`config.mk`:
```
export PLATFORM = sky130hd
export DESIGN_NAME = pwr_seq_hiccup
export DESIGN_NICKNAME = d
export VERILOG_FILES = /design/src/rtl/pwr_seq_hiccup.sv
export SDC_FILE = /design/constraint.sdc
export NUM_CORES = 1
export LEC_CHECK = 0
export ABC_AREA = 1
export BUFFER_PORTS_ARGS = -buffer_cell sky130_fd_sc_hd__buf_2
export CORE_MARGIN = 1.5
export CORE_UTILIZATION = 35
export CTS_BUF_LIST = sky130_fd_sc_hd__clkbuf_2 sky130_fd_sc_hd__clkbuf_4 sky130_fd_sc_hd__clkbuf_8
export DETAILED_ROUTE_END_ITERATION = 8
export GPL_TIMING_DRIVEN = 0
export HOLD_SLACK_MARGIN = 0.1
export PLACE_DENSITY = 0.58
export SLEW_MARGIN = 15
export SYNTH_ARGS = -nofsm -noshare
export SYNTH_HDL_FRONTEND = slang
export SYNTH_SLANG_ARGS = --single-unit
```
`constraint.sdc`:
```
create_clock -name clk -period 1.8 [get_ports clk]
set_clock_uncertainty 0.15 [all_clocks]
set_input_delay 0.36 -clock clk [delete_from_list [all_inputs] [get_ports clk]]
set_output_delay 0.36 -clock clk [all_outputs]
set_load 0.005 [all_outputs]
```
`src/rtl/pwr_seq_hiccup.sv`:
```
`timescale 1ns/1ps
module pwr_seq_hiccup #(
  parameter int CLK_KHZ  = 50000,
  parameter int DELAY_US = 6800,
  parameter int RAMP_US  = 6800,
  parameter int CODE_W   = 6
) (
  input  logic              clk,
  input  logic              rst_n,
  input  logic              por_ok,
  input  logic              en_ok,
  input  logic              ocp_trip,
  input  logic              smp_done,
  input  logic              ramp_above,
  output logic              smp_start,
  output logic [CODE_W-1:0] ss_code,
  output logic              gate_en,
  output logic [2:0]        state_o
);
  localparam int STEPS     = 1 << CODE_W;
  localparam longint DLY_L = longint'(CLK_KHZ) * DELAY_US / 1000;
  localparam longint RMP_L = longint'(CLK_KHZ) * RAMP_US / 1000;
  localparam int DELAY_CYC = (DLY_L < 1) ? 1 : int'(DLY_L);
  localparam int STEP_CYC  = (RMP_L / STEPS < 1) ? 1 : int'(RMP_L / STEPS);
  localparam int HIC_CYC   = 2 * STEPS * STEP_CYC;
  localparam int CNT_MAX   = (DELAY_CYC > HIC_CYC) ? DELAY_CYC : HIC_CYC;
  localparam int CNT_W     = $clog2(CNT_MAX + 1);
  localparam logic [CODE_W-1:0] CODE_TOP = {CODE_W{1'b1}};

  typedef enum logic [2:0] {
    S_IDLE = 3'd0, S_DLY = 3'd1, S_SMP = 3'd2,
    S_RAMP = 3'd3, S_REG = 3'd4, S_HIC = 3'd5
  } st_t;

  st_t               st;
  logic [CNT_W-1:0]  cnt;
  logic [CODE_W-1:0] code;
  logic              gate_q, strobe;
  wire               live = por_ok && en_ok;
  wire               step_end = (cnt == CNT_W'(STEP_CYC - 1));

  always_ff @(posedge clk or negedge rst_n) begin
    if (!rst_n) begin
      st <= S_IDLE; cnt <= '0; code <= '0; gate_q <= 1'b0; strobe <= 1'b0;
    end else begin
      strobe <= 1'b0;
      if (!live) begin
        st <= S_IDLE; cnt <= '0; code <= '0; gate_q <= 1'b0;
      end else begin
        case (st)
          S_IDLE: begin
            st <= S_DLY; cnt <= '0;
          end
          S_DLY: begin
            if (cnt == CNT_W'(DELAY_CYC - 1)) begin
              st <= S_SMP; cnt <= '0; strobe <= 1'b1;
            end else cnt <= cnt + 1'b1;
          end
          S_SMP: begin
            if (smp_done) begin
              st <= S_RAMP; cnt <= '0; code <= '0; gate_q <= 1'b0;
            end
          end
          S_RAMP: begin
            if (ocp_trip) begin
              st <= S_HIC; cnt <= '0; code <= '0; gate_q <= 1'b0;
            end else begin
              if (ramp_above) gate_q <= 1'b1;
              if (step_end) begin
                cnt <= '0;
                if (code == CODE_TOP) begin
                  st <= S_REG; gate_q <= 1'b1;
                end else code <= code + 1'b1;
              end else cnt <= cnt + 1'b1;
            end
          end
          S_REG: begin
            if (ocp_trip) begin
              st <= S_HIC; cnt <= '0; code <= '0; gate_q <= 1'b0;
            end
          end
          S_HIC: begin
            if (cnt == CNT_W'(HIC_CYC - 1)) begin
              st <= S_RAMP; cnt <= '0; code <= '0; gate_q <= 1'b0;
            end else cnt <= cnt + 1'b1;
          end
          default: begin
            st <= S_IDLE; cnt <= '0; code <= '0; gate_q <= 1'b0;
          end
        endcase
      end
    end
  end

  assign smp_start = strobe;
  assign ss_code   = code;
  assign gate_en   = gate_q;
  assign state_o   = st;


  gate_off_chk: assert property (@(posedge clk) disable iff (!rst_n)
    (st != S_RAMP && st != S_REG) |-> !gate_en);

  trip_off_chk: assert property (@(posedge clk) disable iff (!rst_n)
    (live && ocp_trip && (st == S_RAMP || st == S_REG)) |=> (st == S_HIC && !gate_en && ss_code == '0));

  drop_idle_chk: assert property (@(posedge clk) disable iff (!rst_n)
    !live |=> (st == S_IDLE && ss_code == '0 && !gate_en));

  code_step_chk: assert property (@(posedge clk) disable iff (!rst_n)
    (st == S_RAMP && live && !ocp_trip) |=> (ss_code == $past(ss_code) || ss_code == $past(ss_code) + 1'b1));

  strobe_place_chk: assert property (@(posedge clk) disable iff (!rst_n)
    smp_start |-> (st == S_SMP && $past(st) == S_DLY));

  retry_exit_chk: assert property (@(posedge clk) disable iff (!rst_n)
    (st == S_HIC) |=> (st == S_HIC || st == S_RAMP || st == S_IDLE) && !smp_start);

  gate_hold_chk: assert property (@(posedge clk) disable iff (!rst_n)
    (gate_en && live && !ocp_trip && st == S_RAMP) |=> gate_en);
endmodule

```
==> results.md, run 1 <==
* Outcome: finished with violations
* Failing checks: setup timing
* Initial Utilization at between 30% and 40%
* Power Dens Cells at between 500 and 600 nW/um^2
* Reg clk slew, reported paths at ~0.070 ns
* FF-to-FF Start: cnt[0]$_DFFE_PN0P_
* TritonCTS buffer count at 5
* Setup CP Type: reg -> reg
* Crit. End Element: flip-flop
* ANT nets after route at 0
* Residual DRC count at 0
* Area of the core at between 6000 and 7000 sq um
* Post-Route Setup TNS at -0.969 ns
* Clock buffer depth at 2
* Worst-Margin Slew at 0.711 ns
* Final setup vio count at 26
* Area of the multi-input gates at roughly 1500 sq um
* Die area at roughly 7300 sq um
* LEAKAGE at 1.48 nW
* First-pass GRT wire length at ~11 mm
* Top delay family on crit path: simple AND/OR/NAND/NOR gates
* R2R setup slack at -0.08 ns
* Max Cap Viol at 0
* Overflow after GRT at 0
* Fill count at around 700
* Largest net degree at the start of global routing at 32
* Port bufs at 17
* Vias in the first global route at roughly 2200
* Mapped Area at approximately 2400 sq um
* RR Endpoint: cnt[9]$_DFFE_PN0P_
* Startpoint types: flip-flop
* Cell variety after synth at 29
* Vias at 2430
* Tcrit/Tclk final at 104%
* Clk sink count at 31
* Peak VDD IR at approximately 0.23 mV
* Crit-path cells: ha_4 > nand2_4 > nor2_4 > buf_6 > nand4_1 > nand2_2 > nand3_4 > clkbuf_16 > nand3b_1 > nand2_1
* GRT Overall Usage at between 10% and 20%
* Final worst slack at -0.0785 ns
* Routability cong. at between 0.9 and 1
* Min-Delay Endpoint: gate_en$_DFFE_PN0P_
* H-tree levels at 2
* Ys Warns at 0
* Final net count at approximately 420
* Tot Pwr at around 0.0016 W
* Most frequent cells in the layout: nand2_1 (116), nor2_1 (53), nand3_1 (36)
* Area grow syn2layout at 22.6%
* CTS tree: done
* Hold WC Path Type: in -> reg
* Diodes inserted at 0
* Max FO, Critical Path at 5
* Sequential share of the synthesized area at roughly 32%
* Initial DRC count at 185
* Clock period minus worst slack at ~1.9 ns
* Site Rows at 29
* Drt pass-1 iters at 5
* Commonest non-fill, non-tap cell in the layout: nand2_1
* Worst skew pair latency at between 0.2 and 0.3 ns
* FMAX at around 0.53 GHz
* RSZ-0062 raised after global routing: true
* Post-DR wirelength/cell at ~13 um
* Detailed Place HPWL at approximately 4.6 mm
* Antenna violations before repair at 0
* Avg Cell Area, Syn at approximately 6.5 sq um
* Ratio of cells with drive above 1 in the final layout at roughly a fifth
* Inst Count DP at roughly 460
* Slew Limit Fails at 0
* Cells on worst reg2reg path at 10
* Worst Path Required at 1.82 ns
* Crit-path max cell delay at about 0.40 ns
* Fin. Hold Viols at 0
* Die Ht at between 80 and 90 um
* Crit path buffers/inverters at 2
* Routed wire length at 6.45 mm
* Syn Inst Count at ~370
* Slowest-stage cell, CP: dfrtp_1
* Final Non-Filler Cells at just under 500
* Worst Hold Depth at 5
* HP Start: ramp_above
* CP arrival at between 1.5 and 2 ns
* Mapped Nets at approximately 380
* Root Driver: clkbuf_8
* Die Wd at between 80 and 90 um
* Storage element area at 778 sq um
* I/O pin count at 18
* Seq cells post-synth at 31
* Avg Vias per Cell at about 5.0
* Rel. slew slack at 52.6%
[where the power goes]
part	total, W	switching [W]	internal [W]
registers	0.000703	0.00000435	0.000699
logic	0.000128	0.0000834	0.0000448
clock network	0.000730	0.000282	0.000448
[Yosys cell counts]
| cell | instances | area [sq um] |
|---|---|---|
| a211oi_1 | 1 | 7.51 |
| a21o_1 | 1 | 7.51 |
| a21oi_1 | 6 | 30.0 |
| buf_2 | 4 | 20.0 |
| buf_4 | 2 | 15.0 |
| buf_6 | 2 | 22.5 |
| clkbuf_2 | 2 | 10.0 |
| clkinv_1 | 2 | 7.51 |
| dfrtp_1 | 31 | 776 |
| ha_1 | 2 | 25.0 |
| inv_1 | 38 | 143 |
| inv_2 | 1 | 3.75 |
| nand2_1 | 121 | 454 |
| nand2_2 | 2 | 12.5 |
| nand2_4 | 1 | 11.3 |
| nand3_1 | 38 | 190 |
| nand3_2 | 5 | 50.1 |
| nand3b_1 | 8 | 60.1 |
| nand4_1 | 8 | 50.1 |
| nor2_1 | 54 | 203 |
| nor2_2 | 5 | 31.3 |
| nor2_4 | 3 | 33.8 |
| nor3_1 | 6 | 30.0 |
| nor4_1 | 2 | 12.5 |
| o21ai_0 | 2 | 10.0 |
| o21ai_1 | 2 | 10.0 |
| o21bai_1 | 3 | 22.5 |
| xnor2_1 | 2 | 17.5 |
| xor2_1 | 14 | 123 |
[state kept, by name, indices dropped and copies added, names as in the netlist]
name / flops
state_o: 3
gate_en: 1
ss_code: 6
cnt: 20
smp_start: 1
[per-stage QoR]
stage | cell area [sq um] | hold WS [ns] | utilization, % | setup WS, ns
2_1_floorplan | 2390 | -0.0856 | - | 0.0435
3_3_place_gp | 2570 | 0.309 | 39.8 | -0.292
3_5_place_dp | 2570 | 0.322 | 39.8 | -0.290
4_1_cts | 2810 | 0.216 | 43.5 | -0.00585
5_1_grt | 2930 | 0.237 | 45.4 | -0.165
6_report | 2930 | 0.217 | 45.4 | -0.0785
[area by class of cell]
cell class                 instances  share of cell area [%]
multi-input combinational        286                    50.7
sequential                        31                    26.6
timing repair buffer              32                    7.56
inverter                          41                    5.30
tap                               77                    3.29
clock buffer                       6                    2.82
buffer                            10                    2.61
clock inverter                     2                    1.20
[cell families (layout without fill, tap and decap cells)]
family | after synthesis | count (layout) | share of synthesized area (%)
xor+xnor | 16 | 16 | 5.87
buf+inv | 51 | 91 | 9.27
flops | 31 | 31 | 32.5
compound gates | 15 | 15 | 3.67
fa+ha+maj | 2 | 2 | 1.05
simple gates | 253 | 253 | 47.7
[how the worst max path moves through the flow]
stage | start | endpoint | slack (ns) | depth (start not counted)
2_1_floorplan | cnt[0]$_DFFE_PN0P_ | cnt[10]$_DFFE_PN0P_ | 0.04 | 11
3_3_place_gp | cnt[0]$_DFFE_PN0P_ | cnt[13]$_DFFE_PN0P_ | -0.29 | 11
3_5_place_dp | cnt[0]$_DFFE_PN0P_ | cnt[13]$_DFFE_PN0P_ | -0.29 | 11
4_1_cts | cnt[1]$_DFFE_PN0P_ | cnt[8]$_DFFE_PN0P_ | -0.006 | 11
5_1_grt | cnt[0]$_DFFE_PN0P_ | cnt[3]$_DFFE_PN0P_ | -0.17 | 10
6_report | cnt[0]$_DFFE_PN0P_ | cnt[9]$_DFFE_PN0P_ | -0.08 | 10
[worst reg2reg max path, delay by kind of cell, from the launching register on]
| family | cells | cell delay [ns] |
|---|---|---|
| AND/OR/NAND/NOR | 7 | 0.73 |
| buffers and inverters | 2 | 0.32 |
| adder cells (fa/ha/maj) | 1 | 0.19 |
| flip-flops | 1 | 0.40 |
[per-layer routing]
layer / part of all wire, % / global-route usage (%) / vias to the layer above
li1: - / - / 1233
met1: 49 / 25.8 / 1123
met2: 46 / 28.1 / 66
met3: 4.5 / 3.27 / 8
met4: 0.84 / 4.55 / 0
met5: 0 / 0 / -
[what timing repair did]
action / in CTS / in global routing
hold buffers: 1 / 0
gates cloned: 0 / 1
endpoints found under the setup margin: 30 / 30
buffers inserted: 8 / 5
resized for setup: 14 / 18
pin swaps: 5 / 16
endpoints found under the hold margin: 31 / 0
Power figures use the tool's default switching activity.
==> inputs of run 2 (changes only) <==
- MAX_ROUTING_LAYER: not set -> met4
==> run 2 against run 1 <==
The run still ends with setup timing left; sequential power about the same; flip-flop and latch count unchanged; setup slack worse by 0.018 ns; final cell count increased by 0.82%; design area rose by 2.7%; register-to-register slack lost 0.02 ns; die area unchanged; global-route usage grew 1.9 points; via count increased by 1.1%; critical endpoint is now cnt[4]$_DFFE_PN0P_; largest cell class unchanged; largest power group is now sequential cells.
==> results.md, run 2 (synthesized netlist as in run 1, its figures left out) <==
* Power Dens Cells at 494 nW/um^2 (-7.2%)
* Residual DRC count at 0 (unchanged)
* Failing checks: setup timing
* Max Cap Viol at 0 (unchanged)
* Most frequent cells in the layout: nand2_1 (115), nor2_1 (46), inv_1 (34)
* CTS tree: done
* Peak VDD IR at 0.196 mV (-13%)
* Tcrit/Tclk final at 105% (+0.98 points)
* Sequential share of power at 47.3% (+2.2 points)
* Slew Limit Fails at 0 (unchanged)
* Largest net degree at the start of global routing at 32 (unchanged)
* Worst Path Required at 1.84 ns (+0.02 ns)
* Clock buffer depth at 2 (unchanged)
* Vias at 2456 (+1.1%)
* Fin. Hold Viols at 0 (unchanged)
* Area of the core at 6460 sq um (unchanged)
* First-pass GRT wire length at 11.2 mm (+6.5%)
* Overflow after GRT at 0 (unchanged)
* Cell-internal power at 0.00111 W (-6.8%)
* Die Ht at 85.6 um (unchanged)
* Routed wire length at 6.69 mm (+3.7%)
* Drt pass-1 iters at 5 (unchanged)
* Startpoint types: flip-flop
* Die Wd at 85.6 um (unchanged)
* Post-Place Setup Slack at -0.299 ns (-0.00874 ns)
* Commonest non-fill, non-tap cell in the layout: nand2_1
* Detailed Place HPWL at 4.71 mm (+1.4%)
* Fill count at 690 (-1.0%)
* I/O pin count at 18 (unchanged)
* Register with the most flip-flops: cnt
* Reg clk slew, reported paths at 0.07 ns (about the same)
* RSZ-0062 raised after global routing: true
* Site Rows at 29 (unchanged)
* Crit. End Element: flip-flop
* Outcome: finished with violations
* Net Sw Power at 0.000377 W (+2.0%)
* Avg Vias per Cell at 5.02 (+0.24%)
* H-tree levels at 2 (unchanged)
* Combinational group share of total power at 9.0% (+0.8 points)
* Area grow syn2layout at 26.0%
* Diodes inserted at 0 (unchanged)
* Clk sink count at 31 (unchanged)
* Routability cong. at 0.957 (+3.7%)
* Max FO, Critical Path at 5 (unchanged)
* Clk pwr share at 43.7% (-3.0 points)
* TritonCTS buffer count at 5 (unchanged)
* LEAKAGE at 1.48 nW (-0.15%)
* Port bufs at 17 (unchanged)
* Worst-Margin Slew at 0.718 ns (+0.00689 ns)
* Antenna violations before repair at 0 (unchanged)
* Final setup vio count at 20 (-23%)
* Max reg flops at 20 (unchanged)
* Initial Utilization at 37.0% (unchanged)
* FMAX at 0.527 GHz (-0.93%)
* Post-Route Setup TNS at -1.14 ns (-0.167 ns)
* CP arrival at 1.94 ns (+0.04 ns)
* Sw Share at 25.3% (+1.7 points)
* Vias in the first global route at 2299 (+5.8%)
* Worst skew pair latency at 0.30 ns (+0.02 ns)
* Die area at 7330 sq um (unchanged)
* Root Driver: clkbuf_8
* Final net count at 420 (+0.96%)
* Ratio of cells with drive above 1 in the final layout at 25.7% (+5.4 points)
* Tot Pwr at 0.00149 W (-4.7%)
* ANT nets after route at 0 (unchanged)
* Final worst slack at -0.0962 ns (-0.0177 ns)
* Post-DR wirelength/cell at 13.7 um (+2.9%)
* Hold WC Path Type: in -> reg
* Rel. slew slack at 52.2% (-0.46 points)
* GRT Overall Usage at 19.9% (+1.9 points)
* Setup CP Type: reg -> reg
* Clock period minus worst slack at 1.90 ns (+0.0177 ns)
* Initial DRC count at 188 (+1.6%)
==> run 2: cell type report <==
cell class / count / area (sq um) / area share (%)
inverter: 41 / 155 / 5.16
buffer: 10 / 78.8 / 2.62
multi-input combinational: 286 / 1540 / 51.3
sequential: 31 / 779 / 25.9
tap: 77 / 96.3 / 3.20
clock buffer: 8 / 104 / 3.45
timing repair buffer: 36 / 251 / 8.36
==> run 2: metal layers <==
layer  routed length [um]  track usage (%)  part of all wire [%]  vias up
li1                     -                -                     -     1249
met1                 3280             27.5                    49     1138
met2                 3040             28.9                    46       59
met3                  229             3.66                   3.4       10
met4                  128             7.48                   1.9        0
met5                    0                -                     0        -
==> run 2: timing repair <==
action                                  in CTS  in global routing
hold buffers                                 1                  0
setup buffers                                8                  8
cloned                                       1                  1
hold endpoints to repair                    31                  0
gates resized for setup                     25                 30
pin swaps                                    6                 10
endpoints found under the setup margin      30                 30
==> run 2: power by group through the flow <==
stage / logic, W / clock network, W / registers, W
6_report: 0.000134 / 0.000650 / 0.000704
5_1_grt: 0.000148 / 0.000690 / 0.000704
4_1_cts: 0.000120 / 0.000665 / 0.000703
3_5_place_dp: 0.000105 / 0 / 0.000717
3_3_place_gp: 0.000103 / 0 / 0.000716
2_1_floorplan: 0.0000592 / 0 / 0.000716
==> run 2: path summary, 6_finish.rpt <==
| kind | from | endpoint | slack, ns | depth (start not counted) |
|---|---|---|---|---|
| setup / recovery | cnt[1]$_DFFE_PN0P_ | cnt[4]$_DFFE_PN0P_ | -0.1 | 11 |
| hold / removal | ramp_above | gate_en$_DFFE_PN0P_ | 0.21 | 5 |
| setup reg to reg | cnt[1]$_DFFE_PN0P_ | cnt[4]$_DFFE_PN0P_ | -0.1 | 11 |
| hold reg to reg | gate_en$_DFFE_PN0P_ | gate_en$_DFFE_PN0P_ | 0.37 | 2 |
| max in group asynchronous | rst_n | cnt[14]$_DFFE_PN0P_ | 0.49 | 2 |
| min in group asynchronous | rst_n | cnt[2]$_DFFE_PN0P_ | 0.51 | 2 |
==> run 2: metrics by stage <==
step / hold WS [ns] / util [%] / cell area [sq um] / instances
after floorplan: -0.0856 / - / 2390 / 368
after global placement: 0.309 / 39.8 / 2570 / 462
after detailed placement: 0.319 / 39.8 / 2570 / 462
after CTS: 0.209 / 44.2 / 2850 / 480
after global routing: 0.229 / 46.6 / 3010 / 489
final: 0.212 / 46.6 / 3010 / 489
==> run 2: critical path, stage by stage (launching register included) <==
cell	delay, ns
dfrtp_1	0.40
ha_4	0.19
nand2_4	0.05
nor2_4	0.15
nand3_4	0.11
nor2_4	0.15
nand2_2	0.07
nand2_2	0.08
nand3_4	0.12
clkbuf_16	0.19
nand3b_1	0.09
nand2_1	0.05
==> inputs of run 3 (changes only) <==
- BUFFER_PORTS_ARGS: -buffer_cell sky130_fd_sc_hd__buf_2 -> -buffer_cell sky130_fd_sc_hd__buf_4
==> run 3 against run 2 <==
The flow still finishes with violations (setup timing); first-iteration DRC count shrank 5.9%; power shrank 5.7%; flip-flop and latch count is the same; combinational power shrank 7%; sequential share of layout area grew 0.68 points; wire length shrank 6.4%; critical path depth shrank 1; sequential power is essentially flat; setup slack gained 0.051 ns; register-to-register slack gained 0.05 ns; hold slack gained 0.0041 ns; critical endpoint is now cnt[17]$_DFFE_PN0P_; highest routed layer unchanged.
==> results.md, run 3 (synthesized netlist as in run 1, its figures left out) <==
* Final Non-Filler Cells at 484 (-1.0%)
* Final worst slack at -0.0453 ns (+0.0509 ns)
* Commonest non-fill, non-tap cell in the layout: nand2_1
* Crit path buffers/inverters at 2 (+1)
* Max reg flops at 20 (unchanged)
* Die area at 7330 sq um (unchanged)
* Inst Count DP at 462 (unchanged)
* Rel. slew slack at 72.7% (+20 points)
* Vias in the first global route at 2258 (-1.8%)
* Clock buffer depth at 2 (unchanged)
* Power Dens Cells at 479 nW/um^2 (-3.1%)
* ANT nets after route at 0 (unchanged)
* Reg clk slew, reported paths at 0.07 ns (about the same)
* RSZ-0062 raised after global routing: true
* Crit-path cells: ha_4 > nand2_2 > nor2_4 > buf_4 > nand4_1 > nand2_2 > nand3_4 > buf_8 > nand3b_1 > nand2_1
* Initial Utilization at 37.0% (unchanged)
* Die Wd at 85.6 um (unchanged)
* Crit. End Element: flip-flop
* Initial DRC count at 177 (-5.9%)
* Top delay family on crit path: simple AND/OR/NAND/NOR gates
* Outcome: finished with violations
* Die Ht at 85.6 um (unchanged)
* Port bufs at 17 (unchanged)
* LEAKAGE at 1.44 nW (-3.0%)
* Post-DR wirelength/cell at 12.9 um (-5.5%)
* TritonCTS buffer count at 5 (unchanged)
* Crit-path max cell delay at 0.40 ns (about the same)
* Routability cong. at 0.931 (-2.8%)
* Fill count at 687 (-0.43%)
* Register with the most flip-flops: cnt
* Final net count at 415 (-1.2%)
* Avg Vias per Cell at 4.90 (-2.3%)
* Worst skew pair latency at 0.29 ns (about the same)
* Area grow syn2layout at 22.6%
* Storage element area at 778 sq um (-0.16%)
* Clk sink count at 31 (unchanged)
* Failing checks: setup timing
* Area of the multi-input gates at 1490 sq um (-3.3%)
* Fin. Hold Viols at 0 (unchanged)
* CP dominant cell by count: nand2_2
* CP arrival at 1.87 ns (-0.07 ns)
* Clock period minus worst slack at 1.85 ns (-0.0509 ns)
* Root Driver: clkbuf_8
* Max FO, Critical Path at 10 (+5)
* Diodes inserted at 0 (unchanged)
* Area of the core at 6460 sq um (unchanged)
* Hold WC Path Type: in -> reg
* Residual DRC count at 0 (unchanged)
* Setup CP Type: reg -> reg
* First-pass GRT wire length at 10.8 mm (-3.2%)
* Peak VDD IR at 0.190 mV (-3.2%)
* Detailed Place HPWL at 4.50 mm (-4.4%)
* Site Rows at 29 (unchanged)
* Final setup vio count at 25 (+25%)
* FMAX at 0.542 GHz (+2.8%)
* Tcrit/Tclk final at 103% (-2.8 points)
* H-tree levels at 2 (unchanged)
* Vias at 2374 (-3.3%)
* Antenna violations before repair at 0 (unchanged)
* Drt pass-1 iters at 4 (-1)
* Ratio of cells with drive above 1 in the final layout at 21.4% (-4.4 points)
* CTS tree: done
* Largest net degree at the start of global routing at 32 (unchanged)
* GRT Overall Usage at 19.0% (-0.84 points)
* Worst-Margin Slew at 0.410 ns (-0.307 ns)
* Routed wire length at 6.25 mm (-6.4%)
* Tot Pwr at 0.00140 W (-5.7%)
* Worst Path Required at 1.83 ns (about the same)
* I/O pin count at 18 (unchanged)
* Max Cap Viol at 0 (unchanged)
* Post-Route Setup TNS at -0.531 ns (+0.605 ns)
* Most frequent cells in the layout: nand2_1 (115), nor2_1 (50), nand3_1 (36)
* Overflow after GRT at 0 (unchanged)
* Startpoint types: flip-flop
* Slowest-stage cell, CP: dfrtp_1
* Slew Limit Fails at 0 (unchanged)
run 3: what timing repair did:
action	in CTS	in global routing
hold endpoints to repair	31	0
buffers inserted	7	6
pin swaps	2	4
hold buffers	1	0
endpoints found under the setup margin	30	30
gates cloned	1	0
gates resized for setup	13	22
run 3: final timing paths:
kind,slack [ns],start,depth (start not counted),to
max,-0.05,cnt[0]$_DFFE_PN0P_,10,cnt[17]$_DFFE_PN0P_
min,0.22,ramp_above,5,gate_en$_DFFE_PN0P_
max reg2reg,-0.05,cnt[0]$_DFFE_PN0P_,10,cnt[17]$_DFFE_PN0P_
min reg2reg,0.40,gate_en$_DFFE_PN0P_,2,gate_en$_DFFE_PN0P_
max in group asynchronous,0.79,rst_n,2,cnt[19]$_DFFE_PN0P_
min in group asynchronous,0.40,rst_n,2,cnt[13]$_DFFE_PN0P_
run 3: per-stage QoR:
step	area, sq um	hold slack, ns	setup slack, ns	utilization, %
after floorplan	2390	-0.0856	0.0435	-
after global placement	2610	0.172	-0.280	40.4
after detailed placement	2610	0.183	-0.269	40.4
after CTS	2830	0.214	-0.0273	43.8
after global routing	2930	0.227	-0.172	45.3
final	2930	0.216	-0.0453	45.3
run 3: metal layers:
| layer | GRT usage, % | wire (um) | vias to the layer above |
|---|---|---|---|
| met5 | - | 0 | - |
| met4 | 7.18 | 127 | 0 |
| met3 | 3.18 | 182 | 10 |
| met2 | 28.1 | 2790 | 43 |
| met1 | 26.2 | 3150 | 1083 |
| li1 | - | - | 1238 |
run 3: area by class of cell:
type,instances,area share (%)
clock inverters,1,0.171
repair buffers,32,8.29
inverters,41,5.38
flip-flops and latches,31,26.6
well taps,77,3.29
plain buffers,9,2.44
clock buffers,7,2.86
multi-input cells,286,51.0
run 3: worst register-to-register path, stage by stage, from the launching register on:
cell and delay [ns]:
dfrtp_1 0.40, ha_4 0.18, nand2_2 0.07, nor2_4 0.17
buf_4 0.14, nand4_1 0.13, nand2_2 0.11, nand3_4 0.09
buf_8 0.17, nand3b_1 0.09, nand2_1 0.05
run 3: power by group:
part           switching [W]  leakage, nW  internal, W
clock network       0.000272       0.0491     0.000301
logic              0.0000809        0.960    0.0000440
registers         0.00000505        0.429     0.000699
total               0.000358         1.44      0.00104
